[src/rtl/irq_pkg.sv]
package irq_pkg;
    localparam int NSRC     = 3;
    localparam int FLAG_BIT = 5;
    localparam int EN_BIT   = 1;
    localparam int GIE_BIT  = 0;
    localparam int DW       = 8;
    localparam int AW       = $clog2(NSRC + 1);
    localparam int IW       = (NSRC > 1) ? $clog2(NSRC) : 1;

    typedef struct packed {
        logic flag;
        logic en;
    } slot_t;

    typedef struct packed {
        logic gie;
    } top_t;
endpackage

[src/rtl/irq_src_slot.sv]
module irq_src_slot
    import irq_pkg::*;
(
    input  logic          clk,
    input  logic          rst_n,
    input  logic          ovf_i,
    input  logic          wr_i,
    input  logic [DW-1:0] wdata_i,
    input  logic          svc_i,
    output logic          flag_o,
    output logic          en_o,
    output logic [DW-1:0] rdata_o
);
    slot_t st_d, st_q;

    always_comb begin
        st_d = st_q;
        if (wr_i) begin
            st_d.flag = wdata_i[FLAG_BIT];
            st_d.en   = wdata_i[EN_BIT];
        end
        if (svc_i) st_d.flag = 1'b0;
        if (ovf_i) st_d.flag = 1'b1;
    end

    always_ff @(posedge clk or negedge rst_n) begin
        if (!rst_n) st_q <= '0;
        else        st_q <= st_d;
    end

    always_comb begin
        rdata_o           = '0;
        rdata_o[FLAG_BIT] = st_q.flag;
        rdata_o[EN_BIT]   = st_q.en;
    end

    assign flag_o = st_q.flag;
    assign en_o   = st_q.en;

    assert_ovf_sets_R4: assert property (@(posedge clk) disable iff (!rst_n)
        ovf_i |=> flag_o);
    assert_svc_clears_R5: assert property (@(posedge clk) disable iff (!rst_n)
        (svc_i && !ovf_i) |=> !flag_o);
    assert_flag_holds_R6: assert property (@(posedge clk) disable iff (!rst_n)
        (!ovf_i && !wr_i && !svc_i) |=> $stable(flag_o));
endmodule

[src/rtl/irq_prio_arb.sv]
module irq_prio_arb
    import irq_pkg::*;
(
    input  logic [NSRC-1:0] req_i,
    output logic [NSRC-1:0] grant_o,
    output logic [IW-1:0]   idx_o,
    output logic            any_o
);
    always_comb begin
        grant_o = '0;
        idx_o   = '0;
        for (int k = NSRC - 1; k >= 0; k--) begin
            if (req_i[k]) begin
                grant_o    = '0;
                grant_o[k] = 1'b1;
                idx_o      = IW'(k);
            end
        end
        any_o = |req_i;
    end
endmodule

[src/rtl/irq_vector_ctrl.sv]
module irq_vector_ctrl
    import irq_pkg::*;
(
    input  logic            clk,
    input  logic            rst_n,
    input  logic [NSRC-1:0] ovf_i,
    input  logic            stack_full_i,
    input  logic            insn_boundary_i,
    input  logic            wr_en_i,
    input  logic [AW-1:0]   addr_i,
    input  logic [DW-1:0]   wdata_i,
    output logic [DW-1:0]   rdata_o,
    output logic            call_req_o,
    output logic [IW-1:0]   vec_idx_o,
    output logic            wake_o,
    output logic            gie_o
);
    localparam logic [AW-1:0] GIE_ADDR = AW'(NSRC);

    top_t st_d, st_q;

    logic [NSRC-1:0] flag_w, en_w, ready_w, grant_w, svc_w;
    logic [DW-1:0]   slot_rd [NSRC];
    logic            any_w, accept_w;
    logic [IW-1:0]   idx_w;

    for (genvar k = 0; k < NSRC; k++) begin : g_slot
        irq_src_slot u_slot (
            .clk     (clk),
            .rst_n   (rst_n),
            .ovf_i   (ovf_i[k]),
            .wr_i    (wr_en_i && (addr_i == AW'(k))),
            .wdata_i (wdata_i),
            .svc_i   (svc_w[k]),
            .flag_o  (flag_w[k]),
            .en_o    (en_w[k]),
            .rdata_o (slot_rd[k])
        );
    end

    assign ready_w = flag_w & en_w;

    irq_prio_arb u_arb (
        .req_i   (ready_w),
        .grant_o (grant_w),
        .idx_o   (idx_w),
        .any_o   (any_w)
    );

    assign accept_w = insn_boundary_i && st_q.gie && !stack_full_i && any_w;
    assign svc_w    = accept_w ? grant_w : '0;

    always_comb begin
        st_d = st_q;
        if (wr_en_i && addr_i == GIE_ADDR) st_d.gie = wdata_i[GIE_BIT];
        if (accept_w) st_d.gie = 1'b0;
    end

    always_ff @(posedge clk or negedge rst_n) begin
        if (!rst_n) st_q <= '0;
        else        st_q <= st_d;
    end

    always_comb begin
        rdata_o = '0;
        if (addr_i == GIE_ADDR) rdata_o[GIE_BIT] = st_q.gie;
        else if (addr_i < GIE_ADDR) rdata_o = slot_rd[IW'(addr_i)];
    end

    assign call_req_o = accept_w;
    assign vec_idx_o  = idx_w;
    assign wake_o     = any_w;
    assign gie_o      = st_q.gie;

    logic [NSRC-1:0] lower_mask_w;
    assign lower_mask_w = (NSRC'(1) << vec_idx_o) - NSRC'(1);

    assert_stack_blocks_R2: assert property (@(posedge clk) disable iff (!rst_n)
        stack_full_i |-> !call_req_o);
    assert_call_gated_R3: assert property (@(posedge clk) disable iff (!rst_n)
        call_req_o |-> (insn_boundary_i && gie_o));
    assert_call_masks_R5: assert property (@(posedge clk) disable iff (!rst_n)
        call_req_o |=> !gie_o);
    assert_call_single_R1: assert property (@(posedge clk) disable iff (!rst_n)
        call_req_o |=> !call_req_o);
    assert_priority_R8: assert property (@(posedge clk) disable iff (!rst_n)
        call_req_o |-> (ready_w[vec_idx_o] && ((ready_w & lower_mask_w) == '0)));
    assert_call_wakes_R9: assert property (@(posedge clk) disable iff (!rst_n)
        call_req_o |-> wake_o);
endmodule

[config.mk]
export PLATFORM = sky130hd
export DESIGN_NAME = irq_vector_ctrl
export DESIGN_NICKNAME = d
export VERILOG_FILES = /design/src/rtl/irq_pkg.sv /design/src/rtl/irq_src_slot.sv /design/src/rtl/irq_prio_arb.sv /design/src/rtl/irq_vector_ctrl.sv
export SDC_FILE = /design/constraint.sdc
export NUM_CORES = 1
export LEC_CHECK = 0
export BUFFER_PORTS_ARGS = -buffer_cell sky130_fd_sc_hd__buf_4
export CAP_MARGIN = 20
export CORE_MARGIN = 2
export CORE_UTILIZATION = 47
export CTS_CLUSTER_SIZE = 12
export DETAILED_ROUTE_END_ITERATION = 7
export PLACE_DENSITY = 0.78
export SYNTH_ARGS = -nofsm -noshare
export SYNTH_HDL_FRONTEND = slang
export SYNTH_HIERARCHICAL = 1
export SYNTH_SLANG_ARGS = --single-unit
[constraint.sdc]
create_clock -name clk -period 1.56 [get_ports clk]
set_input_delay 0.156 -clock clk [delete_from_list [all_inputs] [get_ports clk]]
set_output_delay 0.156 -clock clk [all_outputs]
set_load 0.01 [all_outputs]
==> flow_summary.yaml <==
worst_setup_path:
  crit_start: "g_slot[2].u_slot/en_o$_DFFE_PN0P_"
  crit_arrival_ps: 1490
  worst-path-max-fanout: 3
  worstSetupPathType: "flop to output port"
  cp-start-kind: "flop"
  ff2ff_path_depth: 6
  end_kind: "output port"
  worstPathRequired_ps: 1400
  r2r_slack_ps: -50
  rr_endpoint: "g_slot[1].u_slot/flag_o$_DFFE_PN0P_"
  endpoint: "call_req_o"
  r2r_start: "g_slot[2].u_slot/en_o$_DFFE_PN0P_"
timing:
  rsz0062_at_grt: "true"
  fin_skew_ps: 5.87
  timing.fmax_ghz: 0.607
  fin_crit_ps: 1650
  finalCritPeriodShare: 1.06
  setup-tns-final_ps: -228
  hold_viol: 0
  setup_viol: 4
  drv_slew: 0
  finalWorstSetupSlack_ps: -88.3
  timing.hold.ws_ps: 95.7
logic_synthesis:
  synth-seq-area-share: 0.223
  synth_area_leaders: "buf_4, dfrtp_1, mux2i_1"
  yosysWarnings: 6
  ys.flop_type: "dfrtp_1"
  yosysMostFrequentCell: "buf_4"
  syn_avg_cell_area_um2: 9.45
  async_flop_share: 1.00
  yosys.area.top_type: "buf_4"
  synth_commonest_cells: "buf_4, mux2i_1, dfrtp_1, o2bb2ai_1, and2_1"
  synthesis.area_um2: 785
  ys_types: 21
  synth_edf_count: 0
  synth_top_area_frac: 0.258
  synthCells: 83
  ys_ff_latch: 7
global_route:
  grt_max_degree: 15
  track_usage: 0.139
  grt_pass1_wl_mm: 2.06
  grt.busiest_layer: "met2"
  use_met1: 0.196
  grtUsageMet2: 0.212
  use_met3: 0.0120
  grt_pass1_vias: 483
  antenna_found_initial: 0
  overflow: 0
cts:
  cts-root-buf: "clkbuf_4"
  cts_htree_levels: 1
  numCtsBuffers: 3
  cts.reportedPaths.clkPinSlew_ps: 60
  cts_sinks: 7
  cts.path.max_buffers: 2
  cts_tree: "built"
  clock_latency_ps: 260
die:
  initial_utilization: 0.509
  core_area_um2: 1540
  dieArea_um2: 2010
  die_w_um: 44.9
  die_h_um: 44.9
  core.rowCount: 14
  io_pins: 31
place:
  hpwl_um: 944
  place_ws_ps: 25.5
  port_buffers: 20
  gp_congestion: 0.805
  place_area_um2: 795
status:
  status: "finished with violations"
  violations: "setup timing"
routing:
  first_iter_violations: 4
  drc_errors: 0
  ant_nets: 0
  drt_wl_total_mm: 1.30
  routedWlPerCell_um: 11.3
  first_pass_iters: 2
  viasPerCell: 4.59
  vias: 528
flow_run:
  max_cap_violations: 0
layout:
  drive_above_1_share: 0.414
  final_nets: 118
  antenna_cells_inserted: 0
  fin_area_um2: 895
  syn_to_final_growth_pct: 14.0
hold_path:
  hold_class: "input pin to flop"
power:
  p_leak_nw: 0.440
  power_density_nw_per_um2: 734
  vdd_drop_max_mv: 0.453
-- where the power goes --
group	switching [mW]	internal, mW	total [mW]
Sequential	0.0174	0.204	0.221
Clock	0.0755	0.0941	0.170
Combinational	0.112	0.153	0.266
Total	0.205	0.451	0.657
-- how the worst min path moves through the flow --
| stage | from | to | slack [ps] | cells past startpoint |
|---|---|---|---|---|
| floorplan | rst_n | g_slot[0].u_slot/en_o$_DFFE_PN0P_ | -140 | 0 |
| global placement | rst_n | g_slot[0].u_slot/flag_o$_DFFE_PN0P_ | -30 | 1 |
| detailed placement | rst_n | g_slot[2].u_slot/flag_o$_DFFE_PN0P_ | -30 | 1 |
| CTS | ovf_i[0] | g_slot[0].u_slot/flag_o$_DFFE_PN0P_ | 90 | 2 |
| global route | ovf_i[1] | g_slot[1].u_slot/flag_o$_DFFE_PN0P_ | 100 | 2 |
| finish | ovf_i[1] | g_slot[1].u_slot/flag_o$_DFFE_PN0P_ | 100 | 2 |
-- layer usage --
layer | up-vias | wire, µm
li1 | 280 | -
met1 | 231 | 595
met4 | 0 | 4
met5 | - | 0
met3 | 2 | 81
met2 | 15 | 617
-- area by class of cell --
type                    instances  area, µm²
clock buffers                   3       22.5
multi-input cells              61        463
repair buffers                 27        209
well taps                      16       20.0
clock inverters                 1       5.00
fillers                       136        647
flip-flops and latches          7        175
-- cells by family after synthesis --
family | share of synthesized area
buf+inv | 0.285
simple gates | 0.164
mux | 0.199
compound gates | 0.113
flops | 0.223
other cells | 0.0144
-- per-stage QoR --
step | total power, mW | util | cells
after floorplan | 0.432 | - | 98
after global placement | 0.442 | 0.515 | 105
after detailed placement | 0.446 | 0.515 | 105
after CTS | 0.642 | 0.562 | 113
after global routing | 0.699 | 0.580 | 115
final | 0.657 | 0.580 | 115
-- sequential cells by signal, summed over array words and instances, names as in the netlist --
signal,flops
g_slot.u_slot/flag_o,3
gie_o,1
g_slot.u_slot/en_o,3
-- placed cells by master, fill, tap and decap left out --
master,Yosys,layout
buf_6,1,1
buf_4,27,25
nor2_1,2,2
and4b_1,1,1
dfrtp_1,7,7
a21oi_1,1,1
or3_4,0,1
mux2_2,3,3
dlygate4sd3_1,0,1
nor2b_1,2,2
o2bb2ai_1,7,7
and3b_2,1,1
nand2_1,1,1
nor3b_1,2,2
o21bai_1,3,3
conb_1,3,18
and4b_4,1,1
clkbuf_4,0,3
mux4_2,1,1
clkinv_2,0,1
nor4_4,0,1
and2_1,6,3
and2_4,0,3
mux2i_1,10,10
-- worst max-delay path, stage by stage (launching register included) --
cell	delay [ps]
dfrtp_1	400
and2_4	150
or3_4	380
and4b_4	190
buf_6	120
-- timing repair --
| action | CTS | global route |
|---|---|---|
| resized for setup | 3 | 3 |
| pin swaps | 5 | 3 |
| buffers inserted | 3 | 2 |
| setup endpoints to repair | 1 | 5 |
| hold endpoints to repair | 7 | 0 |
| hold buffers | 1 | 0 |
Note: power is estimated with default switching activity, not from simulation.
